`config.mk`:
```
export PLATFORM = sky130hd
export DESIGN_NAME = wdog_timer
export DESIGN_NICKNAME = d
export VERILOG_FILES = /design/src/rtl/wdog_pkg.sv /design/src/rtl/wdog_ctl_reg.sv /design/src/rtl/wdog_counter.sv /design/src/rtl/wdog_fsm.sv /design/src/rtl/wdog_timer.sv
export SDC_FILE = /design/constraint.sdc
export NUM_CORES = 1
export LEC_CHECK = 0
export ABC_AREA = 1
export BUFFER_PORTS_ARGS = -buffer_cell sky130_fd_sc_hd__buf_2
export CAP_MARGIN = 20
export CORE_MARGIN = 2
export CORE_UTILIZATION = 25
export CTS_BUF_LIST = sky130_fd_sc_hd__clkbuf_8
export DETAILED_ROUTE_END_ITERATION = 12
export GPL_ROUTABILITY_DRIVEN = 0
export PLACE_DENSITY = 0.41
export SLEW_MARGIN = 15
export SYNTH_ARGS = -nofsm -noshare
export SYNTH_HDL_FRONTEND = slang
export SYNTH_SLANG_ARGS = --single-unit
```
`constraint.sdc`:
```
create_clock -name clk -period 3.4 [get_ports clk]
set_input_delay 0.17 -clock clk [delete_from_list [all_inputs] [get_ports clk]]
set_output_delay 0.17 -clock clk [all_outputs]
set_load 0.02 [all_outputs]
```
`src/rtl/wdog_pkg.sv`:
```
package wdog_pkg;

    typedef enum logic [1:0] {
        ST_COUNT = 2'd0,
        ST_HALT  = 2'd1,
        ST_FIRE  = 2'd2
    } wd_state_e;

    // Bit positions of the control fields inside the low byte.
    localparam int BIT_HOLD  = 7;
    localparam int BIT_MODE  = 4;
    localparam int BIT_CLEAR = 3;

    typedef struct packed {
        logic       hold;
        logic [1:0] spare_hi;
        logic       itvl_mode;
        logic       spare_lo;
        logic [1:0] sel;
    } wd_cfg_t;

    localparam wd_cfg_t CFG_DEFAULT = '{
        hold: 1'b0, spare_hi: 2'b00, itvl_mode: 1'b0, spare_lo: 1'b0, sel: 2'b00
    };

    // log2 of the interval length for a select code, relative to counter width.
    function automatic int interval_log2(input logic [1:0] sel, input int cnt_w);
        case (sel)
            2'b00:   return cnt_w - 1;
            2'b01:   return cnt_w - 3;
            2'b10:   return cnt_w - 7;
            default: return cnt_w - 10;
        endcase
    endfunction

endpackage

```
`src/rtl/wdog_ctl_reg.sv`:
```
module wdog_ctl_reg
    import wdog_pkg::*;
#(
    parameter int           CTL_W  = 16,
    parameter logic [7:0]   WR_KEY = 8'h5A,
    parameter logic [7:0]   RD_KEY = 8'h69
) (
    input  logic             clk,
    input  logic             rst_n,
    input  logic             wr,
    input  logic [CTL_W-1:0] wdata,
    input  logic             firing,
    output logic             key_bad,
    output logic             clr_pulse,
    output logic             hold_nxt,
    output logic             itvl_mode,
    output logic [1:0]       sel,
    output logic [CTL_W-1:0] rdata
);

    localparam int KEY_LSB = CTL_W - 8;

    wd_cfg_t cfg_q;
    wd_cfg_t cfg_d;
    logic    key_ok;
    logic    key_match;

    assign key_match = (wdata[CTL_W-1:KEY_LSB] == WR_KEY);
    assign key_ok    = wr && !firing && key_match;
    assign key_bad   = wr && !firing && !key_match;
    assign clr_pulse = key_ok && wdata[BIT_CLEAR];

    always_comb begin
        cfg_d = cfg_q;
        if (firing) begin
            cfg_d = CFG_DEFAULT;
        end else if (key_ok) begin
            cfg_d.hold      = wdata[BIT_HOLD];
            cfg_d.spare_hi  = wdata[6:5];
            cfg_d.itvl_mode = wdata[BIT_MODE];
            cfg_d.spare_lo  = wdata[2];
            cfg_d.sel       = wdata[1:0];
        end
    end

    always_ff @(posedge clk or negedge rst_n) begin
        if (!rst_n) begin
            cfg_q <= CFG_DEFAULT;
        end else begin
            cfg_q <= cfg_d;
        end
    end

    assign hold_nxt  = cfg_d.hold;
    assign itvl_mode = cfg_q.itvl_mode;
    assign sel       = cfg_q.sel;

    always_comb begin
        rdata                 = '0;
        rdata[CTL_W-1:KEY_LSB] = RD_KEY;
        rdata[BIT_HOLD]       = cfg_q.hold;
        rdata[6:5]            = cfg_q.spare_hi;
        rdata[BIT_MODE]       = cfg_q.itvl_mode;
        rdata[BIT_CLEAR]      = 1'b0;
        rdata[2]              = cfg_q.spare_lo;
        rdata[1:0]            = cfg_q.sel;
    end

    AST_DEFAULT_AFTER_FIRE: assert property (@(posedge clk) disable iff (!rst_n)
        firing |=> (cfg_q == CFG_DEFAULT));

    AST_FIRE_WRITE_IGNORED: assert property (@(posedge clk) disable iff (!rst_n)
        (firing && wr) |=> (rdata[7:0] == 8'h00));

endmodule

```
`src/rtl/wdog_counter.sv`:
```
module wdog_counter
    import wdog_pkg::*;
#(
    parameter int CNT_W = 16
) (
    input  logic       clk,
    input  logic       rst_n,
    input  logic       run,
    input  logic       flush,
    input  logic       clr,
    input  logic       tick_en,
    input  logic [1:0] sel,
    output logic       expire
);

    localparam int NSEL = 4;

    logic [CNT_W-1:0] lim_tab [NSEL];
    logic [CNT_W-1:0] cnt_q;
    logic [CNT_W-1:0] lim_m1;

    // One terminal count per select code, derived from the counter width.
    for (genvar g = 0; g < NSEL; g++) begin : g_lim
        localparam int SH = interval_log2(2'(g), CNT_W);
        assign lim_tab[g] = CNT_W'((64'd1 << SH) - 64'd1);
    end

    assign lim_m1 = lim_tab[sel];
    assign expire = run && tick_en && !clr && !flush && (cnt_q >= lim_m1);

    always_ff @(posedge clk or negedge rst_n) begin
        if (!rst_n) begin
            cnt_q <= '0;
        end else if (flush || clr) begin
            cnt_q <= '0;
        end else if (run && tick_en) begin
            cnt_q <= expire ? '0 : cnt_q + 1'b1;
        end
    end

    AST_HALT_FROZEN: assert property (@(posedge clk) disable iff (!rst_n)
        (!run && !flush && !clr) |=> $stable(cnt_q));

    AST_NO_TICK_FROZEN: assert property (@(posedge clk) disable iff (!rst_n)
        (!tick_en && !flush && !clr) |=> $stable(cnt_q));

    AST_CLEAR_ZEROES: assert property (@(posedge clk) disable iff (!rst_n)
        clr |=> (cnt_q == '0));

endmodule

```
`src/rtl/wdog_fsm.sv`:
```
module wdog_fsm
    import wdog_pkg::*;
(
    input  logic clk,
    input  logic rst_n,
    input  logic key_bad,
    input  logic hold_nxt,
    input  logic expire,
    input  logic itvl_mode,
    input  logic irq_ack,
    output logic run,
    output logic flush,
    output logic wdt_rst,
    output logic irq_flag
);

    wd_state_e state_q;
    wd_state_e state_d;
    logic      irq_q;

    always_comb begin
        state_d = state_q;
        unique case (state_q)
            ST_COUNT: begin
                if (key_bad || (expire && !itvl_mode)) state_d = ST_FIRE;
                else if (hold_nxt)                     state_d = ST_HALT;
            end
            ST_HALT: begin
                if (key_bad)       state_d = ST_FIRE;
                else if (!hold_nxt) state_d = ST_COUNT;
            end
            ST_FIRE: state_d = ST_COUNT;
            default: state_d = ST_FIRE;
        endcase
    end

    always_ff @(posedge clk or negedge rst_n) begin
        if (!rst_n) state_q <= ST_COUNT;
        else        state_q <= state_d;
    end

    always_comb begin
        run     = (state_q == ST_COUNT);
        flush   = (state_q == ST_FIRE);
        wdt_rst = (state_q == ST_FIRE);
    end

    always_ff @(posedge clk or negedge rst_n) begin
        if (!rst_n)                     irq_q <= 1'b0;
        else if (state_q == ST_FIRE)    irq_q <= 1'b0;
        else if (expire && itvl_mode)   irq_q <= 1'b1;
        else if (irq_ack)               irq_q <= 1'b0;
    end

    assign irq_flag = irq_q;

    AST_PULSE_ONE_CYCLE: assert property (@(posedge clk) disable iff (!rst_n)
        wdt_rst |=> !wdt_rst);

    AST_BAD_KEY_FIRES: assert property (@(posedge clk) disable iff (!rst_n)
        key_bad |=> wdt_rst);

    AST_ITVL_FLAG_NO_RST: assert property (@(posedge clk) disable iff (!rst_n)
        (expire && itvl_mode && !key_bad) |=> (irq_flag && !wdt_rst));

endmodule

```
`src/rtl/wdog_timer.sv`:
```
module wdog_timer
    import wdog_pkg::*;
#(
    parameter int         CNT_W  = 16,
    parameter logic [7:0] WR_KEY = 8'h5A,
    parameter logic [7:0] RD_KEY = 8'h69
) (
    input  logic        clk,
    input  logic        rst_n,
    input  logic        tick_en,
    input  logic        ctl_wr,
    input  logic [15:0] ctl_wdata,
    output logic [15:0] ctl_rdata,
    input  logic        irq_ack,
    output logic        irq_flag,
    output logic        wdt_rst
);

    localparam int CTL_W = 16;

    logic       key_bad;
    logic       clr_pulse;
    logic       hold_nxt;
    logic       itvl_mode;
    logic [1:0] sel;
    logic       run;
    logic       flush;
    logic       expire;

    wdog_ctl_reg #(
        .CTL_W  (CTL_W),
        .WR_KEY (WR_KEY),
        .RD_KEY (RD_KEY)
    ) u_ctl (
        .clk       (clk),
        .rst_n     (rst_n),
        .wr        (ctl_wr),
        .wdata     (ctl_wdata),
        .firing    (flush),
        .key_bad   (key_bad),
        .clr_pulse (clr_pulse),
        .hold_nxt  (hold_nxt),
        .itvl_mode (itvl_mode),
        .sel       (sel),
        .rdata     (ctl_rdata)
    );

    wdog_counter #(
        .CNT_W (CNT_W)
    ) u_cnt (
        .clk     (clk),
        .rst_n   (rst_n),
        .run     (run),
        .flush   (flush),
        .clr     (clr_pulse),
        .tick_en (tick_en),
        .sel     (sel),
        .expire  (expire)
    );

    wdog_fsm u_fsm (
        .clk       (clk),
        .rst_n     (rst_n),
        .key_bad   (key_bad),
        .hold_nxt  (hold_nxt),
        .expire    (expire),
        .itvl_mode (itvl_mode),
        .irq_ack   (irq_ack),
        .run       (run),
        .flush     (flush),
        .wdt_rst   (wdt_rst),
        .irq_flag  (irq_flag)
    );

    AST_HALT_MATCHES_HOLD: assert property (@(posedge clk) disable iff (!rst_n)
        !flush |-> (run == !ctl_rdata[BIT_HOLD]));

endmodule

```
=== Word level (Yosys, flattened, before mapping) ===
Index checks and enable logic that the tools add are counted.

* $lt $le $gt $ge: 2
* Bitwise gates (word level): 1
* Reductions and logical operators: 21
* Muxes and demuxes: 16
* Eq/ne operators: 5
* Add/sub/neg operators: 1

{| class="wikitable"
|+ Operators with widths
! kind !! number
|-
| 2-to-1 mux 16 bit || 5
|-
| binary-select mux 16 bit (select 2 bit) || 1
|-
| adder 16 x 1 -> 16 bit (second input constant) || 1
|-
| >= comparator 16 bit || 1
|-
| 2-to-1 mux 7 bit || 2
|-
| logical AND 1 bit || 10
|-
| == test 8 x 7 -> 1 bit (second input constant) || 1
|-
| 2-to-1 mux 2 bit || 4
|-
| inequality test 3 x 2 -> 1 bit (second input constant) || 2
|-
| one-hot mux 2 bit (3 select lines) || 1
|-
| logical NOT 1 bit || 4
|-
| nonzero test 2 bit || 2
|-
| >= comparator 3 bit (second input constant) || 1
|-
| 2-to-1 mux 1 bit || 3
|-
| inverter 2 -> 3 bit || 1
|-
| nonzero test 3 bit || 1
|-
| == test 2 x 1 -> 1 bit (second input constant) || 1
|-
| == test 2 bit (second input constant) || 1
|-
| logical NOT 2 bit || 1
|-
| logical OR 1 bit || 2
|-
| AND reduction 2 bit || 1
|}

* Logic and storage cells: 54
* Output and inout port bits: 18
* Input bits: 21
* Flip-flop bits (word level): 26

=== Longest topological paths before layout ===
Gate-level depths: netlist of the first run.

* Depth after elaboration: 13
* Depth in mapped cells: 13
* Gate-level depth less buffers: 13

=== Cells and area by module ===
Synthesis of the first run repeated with hierarchy kept, for this count alone.

* Cell total of the unflattened synthesis: 295
* Area, all modules: 1959.4 µm²

{| class="wikitable"
|+ Modules (own cells, without submodules)
! module !! sequential area each (µm²) !! area each (µm²) !! cells an instance !! instances
|-
| wdog_counter || 400.4 || 1317.5 || 213 || 1
|-
| wdog_ctl_reg || 175.2 || 489.2 || 63 || 1
|-
| wdog_fsm || 75.1 || 152.6 || 19 || 1
|}

=== Worst setup path after synthesis of the first run ===
No wires, ideal clock.

* Path kind: flip-flop to flip-flop
* From: reg u_ctl.cfg_q, in the netlist u_ctl.sel[1]
* To: reg u_cnt.cnt_q[0]
* Required time: 3.279 ns
* Path slack: 1.556 ns
* Setup time: 0.121 ns
* Cell stages (with the launch flop): 13
* Data arrival time: 1.722 ns
* Period minus slack after synthesis: 1.844 ns
* Buffers on the path: 0
* Cell sequence: dfrtp_1 > inv_1 > nand2_1 > ha_1 > nand2_1 > nor2_1 > nand3_1 > nor2_1 > nand2_1 > nand2_2 > nand2_4 > nand2_4 > nor2_1

* Longest elaborated chain between the ends: 9

{| class="wikitable"
|+ Ends and longest elaborated chain
! element !! RTL line !! text
|-
| start, declared || wdog_ctl_reg.sv:23 || <nowiki>wd_cfg_t cfg_q;</nowiki>
|-
| start signal, assigned || wdog_ctl_reg.sv:50 || <nowiki>cfg_q <= cfg_d;</nowiki>
|-
| inverter 2 -> 3 bit (not written as such) || wdog_counter.sv:28 || <nowiki>assign lim_m1 = lim_tab[sel];</nowiki>
|-
| binary-select mux 16 bit (select 2 bit) || wdog_counter.sv:28 ||
|-
| 2-to-1 mux 16 bit (not written as such) (2 in series) || wdog_counter.sv:28 ||
|-
| >= comparator 16 bit || wdog_counter.sv:29 || <nowiki>assign expire = run && tick_en && !clr && !flush && (cnt_q >= lim_m1);</nowiki>
|-
| logical AND 1 bit || wdog_counter.sv:29 ||
|-
| 2-to-1 mux 16 bit || wdog_counter.sv:37 || <nowiki>cnt_q <= expire ? '0 : cnt_q + 1'b1;</nowiki>
|-
| 2-to-1 mux 16 bit || wdog_counter.sv:36 || <nowiki>end else if (run && tick_en) begin</nowiki>
|-
| 2-to-1 mux 16 bit || wdog_counter.sv:34 || <nowiki>end else if (flush || clr) begin</nowiki>
|-
| end signal, assigned || wdog_counter.sv:37 ||
|-
| end, declared || wdog_counter.sv:19 || <nowiki>logic [CNT_W-1:0] cnt_q;</nowiki>
|}

Every way passes these cells. The select of a mux whose other input is x is not followed.
A chain may end at the register's enable or synchronous reset.

=== Final worst setup path of the first run ===
Ends and elaborated chain as after synthesis.

==> impl_metrics.json, run 1 <==
{
  "status": "finished clean",
  "fillCellCount": 794,
  "worstPathMaxFanout": 9,
  "io_pins": 39,
  "grt_usage": 0.121,
  "fin_skew_ns": 0.0177,
  "cts_tree": "yes",
  "cts_hold_buf": 1,
  "powerDensity_mw_per_mm2": 351,
  "place_hpwl_mm": 3.25,
  "drt_pass1_iterations": 4,
  "ys_warn_count": 0,
  "cts_root_buf": "clkbuf_8",
  "viasPerCell": 4.22,
  "wl_per_cell_um": 11.5,
  "numPortBuffers": 29,
  "slew_headroom": 0.570,
  "cts_sinks": 26,
  "post_cts_buffers": 0,
  "rsz0062_at_grt": "no",
  "setup-violations-final": 0,
  "netlist_area_mm2": 0.00183,
  "drt_iter0_drc": 66,
  "fin_ws_ns": 1.41,
  "die_h_um": 89.5,
  "finalPower_w": 0.000736,
  "worstPathRequired_ns": 3.57,
  "critical_path_class": "flip-flop to flip-flop",
  "drc_errors": 0,
  "reg2reg_from": "u_ctl.sel[1]",
  "cp_slowest_cell": "dfrtp_1",
  "crit_chain": "inv_1 -> nand2_1 -> ha_1 -> nand2_1 -> nor2_1 -> nand3_1 -> nor2_1 -> nand2_1 -> nand2_2 -> nand2_4 -> nand2_4 -> nor2_1",
  "critPathMaxStageDelay_ns": 0.49,
  "r2r-end": "u_cnt.cnt_q[0]",
  "core_area_mm2": 0.00718,
  "min_period_ns": 1.99,
  "end_kind": "flip-flop",
  "ant_nets": 0,
  "num_vias": 1560,
  "ys_seq_area_frac": 0.356,
  "final_cell_mix": "44 x nand2_1, 33 x inv_1, 29 x nor2_1, 29 x nand3_1, 29 x buf_2",
  "syn_area_per_cell_um2": 7.51,
  "fin_crit_sh": 0.587,
  "die-area_mm2": 0.00800,
  "cp.arrival_ns": 2.16,
  "ys_seq_elements": 26,
  "dp_cells": 365,
  "cts_inserted_buffers": 3,
  "hold_depth": 3,
  "worstMarginPinSlew_ns": 0.646,
  "final.setup.tns_ns": 0,
  "p_leak_nw": 1.10,
  "totalWireLength_mm": 4.25,
  "die_w_um": 89.5,
  "grt_max_degree": 27,
  "holdPathEnd": "u_ctl.rdata[2]",
  "hp-class": "input port to flip-flop",
  "reg2reg_slack_ns": 1.41,
  "area_growth_pct": 14.9,
  "reg2reg_depth": 12,
  "grt_pass1_wl_mm": 7.46,
  "cts_resized": 0,
  "rows": 31,
  "layout_commonest_cell": "nand2_1",
  "grt_pass1_vias": 1553,
  "stdcell_count": 370,
  "initial_utilization": 0.254,
  "max_freq_mhz": 501,
  "antenna_found_initial": 0,
  "hp-start": "ctl_wdata[2]",
  "ir_drop_v": 0.000148,
  "cts.htree.levels": 1,
  "maxSlewViolCount": 0,
  "clock_latency_ns": 0.29,
  "num-nets-final": 300,
  "cp-start-kind": "flip-flop",
  "hold_viol_final": 0,
  "drive_gt1_frac": 0.225,
  "antennaDiodeCount": 0,
  "syn_inst": 243,
  "grt_overflow": 0,
  "drv_cap": 0,
  "clk_pin_slew_ns": 0.11,
  "synth_cell_types": 26,
  "dp_slack_ns": 1.44,
  "clk_path_buf_depth": 2
}
layout make-up:
cell class	instances	area [µm²]	area share
multi-input cells	175	961	0.458
flip-flops and latches	26	651	0.310
repair buffers	30	155	0.0740
inverters	36	135	0.0644
well taps	99	124	0.0591
clock buffers	3	41.3	0.0197
clock inverters	1	30.0	0.0143
registers in the layout, indices dropped and copies added, names as in the netlist:
| register | count |
|---|---|
| u_cnt.cnt_q | 16 |
| u_ctl.rdata | 4 |
| u_ctl.sel | 2 |
| u_fsm.state_q | 2 |
| u_ctl.itvl_mode | 1 |
| u_fsm.irq_flag | 1 |
report_power, final:
group	total, W	internal [W]	switching, W
Clock	0.000273	0.000158	0.000115
Combinational	0.000122	0.0000368	0.0000850
Sequential	0.000342	0.000326	0.0000156
Total	0.000736	0.000521	0.000216
logic make-up (layout without fill, tap and decap cells):
family	count (synthesis)	after routing	synth area share
AOI/OAI and AO/OA	19	19	0.0555
xor gates and xnor gates	4	4	0.0192
adders and majority gates	7	7	0.0480
buffers and inverters	49	70	0.132
DFF	26	26	0.356
other	2	9	0.00411
and+or+nand+nor	136	136	0.385
routing by layer:
metal  up-vias  global-route usage  part of all wire
met5         -                   0                 0
met4         0              0.0258             0.010
met3         2              0.0249             0.023
met2        23               0.206              0.48
met1       724               0.158              0.49
li1        811                   -                 -
synthesized netlist by cell type:
library cell | instances | area, µm²
o21ai_1 | 1 | 5.00
nand2_2 | 6 | 37.5
buf_6 | 2 | 22.5
buf_4 | 11 | 82.6
nand3_2 | 2 | 20.0
conb_1 | 2 | 7.51
nor3_2 | 4 | 40.0
nor2_1 | 29 | 109
nor2_4 | 3 | 33.8
ha_1 | 7 | 87.6
nand3_1 | 29 | 145
o21ai_0 | 9 | 45.0
o2bb2ai_1 | 1 | 8.76
inv_1 | 33 | 124
nand2_4 | 3 | 33.8
dfrtp_1 | 26 | 651
inv_2 | 3 | 11.3
nand2_1 | 44 | 165
nor3_1 | 5 | 25.0
nand4_1 | 4 | 25.0
nor2_8 | 1 | 20.0
o22ai_1 | 2 | 12.5
a21oi_1 | 6 | 30.0
nand3_4 | 1 | 17.5
nor2_2 | 5 | 31.3
xor2_1 | 4 | 35.0
worst max-delay path by stage:
stage	start	end	slack [ns]	cells after the start
after global placement	u_ctl.sel[1]	u_cnt.cnt_q[0]	1.48	12
final	u_ctl.sel[1]	u_cnt.cnt_q[0]	1.41	12
after detailed placement	u_ctl.sel[1]	u_cnt.cnt_q[0]	1.44	12
after floorplan	u_ctl.sel[1]	u_cnt.cnt_q[0]	1.56	12
after global routing	u_ctl.sel[1]	u_cnt.cnt_q[0]	1.22	12
after CTS	u_ctl.sel[1]	u_cnt.cnt_q[0]	1.39	12
through the flow:
stage | utilization | hold slack (ns) | area [µm²]
CTS | 0.292 | 0.0993 | 2100
finish | 0.292 | 0.103 | 2100
floorplan | - | -0.126 | 1850
detailed placement | 0.281 | 0.242 | 2020
global route | 0.292 | 0.131 | 2100
global placement | 0.281 | 0.247 | 2020
worst max-delay path, delay by kind of cell, from the launching register on:
kind          cells  cell delay, ns
simple gates     10            0.96
flops             1            0.49
buf+inv           1            0.12
fa+ha+maj         1            0.29
(Power assumes the default switching activity.)
==> run 2: changes to the inputs <==
Settings changed: PLACE_DENSITY 0.41 to 0.42.
Clock period 3.4 ns to 1.7 ns, I/O delays scaled along.
==> run 2 against run 1 <==
The run now ends with negative setup slack left. Cell count up 5.4%. Setup slack worse by 1.5 ns. Cell area up 12%. Die area did not move. Hold slack worse by 0.059 ns. First-iteration DRC count down 45%. Sequential power rose by 98%. Largest cell class unchanged. Largest power group unchanged. Highest routed layer unchanged.
==> impl_metrics.json, run 2 (synthesis gave the netlist of run 1 again) <==
{
  "status": "complete, but fails checks",
  "violations": "negative setup slack",
  "largest_reg_flops": 16,
  "dp_slack_ns": -0.118,
  "drv_cap": 0,
  "cp.arrival_ns": 2.03,
  "fillCellCount": 801,
  "fin_ws_ns": -0.126,
  "numPortBuffers": 29,
  "worstMarginPinSlew_ns": 0.633,
  "layout_commonest_cell": "nand2_1",
  "ant_nets": 0,
  "clock_latency_ns": 0.27,
  "fin_skew_ns": 0.0103,
  "slew_headroom": 0.578,
  "clk_path_buf_depth": 2,
  "cts_sinks": 26,
  "grt_max_degree": 27,
  "comb_power_share": 0.232,
  "p_int_w": 0.000992,
  "num_vias": 1645,
  "hold_viol_final": 0,
  "hold-worst-slack_ns": 0.0442,
  "fin_crit_sh": 1.07,
  "io_pins": 39,
  "multi_input_area_mm2": 0.00107,
  "cp-start-kind": "flip-flop",
  "totalWireLength_mm": 4.37,
  "powerDensity_mw_per_mm2": 605,
  "largest-register": "u_cnt.cnt_q",
  "seqCellArea_um2": 653,
  "num-nets-final": 320,
  "min_period_ns": 1.83,
  "ir_drop_v": 0.000226,
  "hp-class": "input port to flip-flop",
  "critical_path_class": "flip-flop to flip-flop",
  "rows": 31,
  "swShare": 0.301,
  "maxSlewViolCount": 0,
  "grt_pass1_vias": 1656,
  "seq_power_share": 0.478,
  "antenna_found_initial": 0,
  "grt_pass1_wl_mm": 7.62,
  "grt_usage": 0.125,
  "area_growth_pct": 28.5,
  "drive_gt1_frac": 0.337,
  "die_w_um": 89.5,
  "drt_iter0_drc": 36,
  "initial_utilization": 0.254,
  "end_kind": "flip-flop",
  "clk_pin_slew_ns": 0.10,
  "cts_root_buf": "clkbuf_8",
  "viasPerCell": 4.22,
  "die_h_um": 89.5,
  "final_cell_mix": "40 x nand2_1, 31 x inv_1, 29 x buf_2",
  "grt_overflow": 0,
  "drt_pass1_iterations": 7,
  "cts.htree.levels": 1,
  "p_leak_nw": 1.21,
  "reg2reg_depth": 11,
  "wl_per_cell_um": 11.2,
  "hold_depth": 3,
  "max_freq_mhz": 548,
  "worstPathMaxFanout": 6,
  "setup-violations-final": 19,
  "rsz0062_at_grt": "yes",
  "core_area_mm2": 0.00718,
  "antennaDiodeCount": 0,
  "netSwitchingPower_w": 0.000427,
  "cts_tree": "yes",
  "worstPathRequired_ns": 1.91,
  "clockPowerShare": 0.290,
  "die-area_mm2": 0.00800,
  "cts_inserted_buffers": 3,
  "place_hpwl_mm": 3.39,
  "drc_errors": 0
}
run 2: path summary, 6_finish.rpt:
path | slack (ns) | startpoint | to
setup / recovery | -0.13 | u_ctl.sel[1] | u_cnt.cnt_q[5]
hold / removal | 0.04 | ctl_wdata[6] | u_ctl.rdata[6]
setup reg to reg | -0.13 | u_ctl.sel[1] | u_cnt.cnt_q[5]
hold reg to reg | 0.50 | u_fsm.irq_flag | u_fsm.irq_flag
max in group asynchronous | 0.89 | rst_n | u_ctl.sel[0]
min in group asynchronous | 0.36 | rst_n | u_cnt.cnt_q[1]
run 2: cell type report:
cell class,instances,area share
clock buffers,4,0.0235
flip-flops and latches,26,0.278
repair buffers,49,0.132
multi-input cells,176,0.455
inverters,36,0.0576
well taps,99,0.0528
run 2: stage by stage:
| step | area, µm² | instances | TNS (ns) | utilization | power, W |
|---|---|---|---|---|---|
| after CTS | 2300 | 389 | -1.21 | 0.321 | 0.00143 |
| after global placement | 2210 | 383 | -0.987 | 0.309 | 0.00100 |
| after global routing | 2350 | 390 | -4.01 | 0.327 | 0.00151 |
| final | 2350 | 390 | -1.59 | 0.327 | 0.00142 |
| after floorplan | 1900 | 250 | -0.00852 | - | 0.000891 |
| after detailed placement | 2210 | 383 | -1.54 | 0.309 | 0.00100 |
run 2: power by group through the flow:
| stage | sequential (W) | combinational, W | clock (W) |
|---|---|---|---|
| 2_1_floorplan | 0.000689 | 0.000202 | 0 |
| 3_3_place_gp | 0.000690 | 0.000312 | 0 |
| 5_1_grt | 0.000683 | 0.000373 | 0.000457 |
| 6_report | 0.000678 | 0.000330 | 0.000412 |
| 3_5_place_dp | 0.000690 | 0.000314 | 0 |
| 4_1_cts | 0.000678 | 0.000324 | 0.000430 |
run 2: timing repair:
action,4_1_cts,5_1_grt
cloned,1,0
hold buffers,1,0
pin swaps,4,14
endpoints found under the hold margin,26,0
buffers inserted,0,1
resized for setup,2,10
endpoints found under the setup margin,19,19
run 2: critical path, cell delays in order (launching register included):
cell	delay, ns
dfrtp_2	0.46
buf_4	0.15
ha_1	0.29
nand2_2	0.09
nor2_4	0.04
nand2_1	0.06
nand2_1	0.07
nor2_2	0.14
nand2_2	0.09
nand2_4	0.15
nand4_1	0.11
o21ai_1	0.11
run 2: routing by layer:
| metal | vias to the layer above | GRT usage | wire [µm] |
|---|---|---|---|
| met2 | 24 | 0.211 | 2150 |
| li1 | 852 | - | - |
| met4 | 0 | 0.0434 | 73 |
| met1 | 765 | 0.162 | 2070 |
| met3 | 4 | 0.0166 | 83 |
| met5 | - | 0 | 0 |
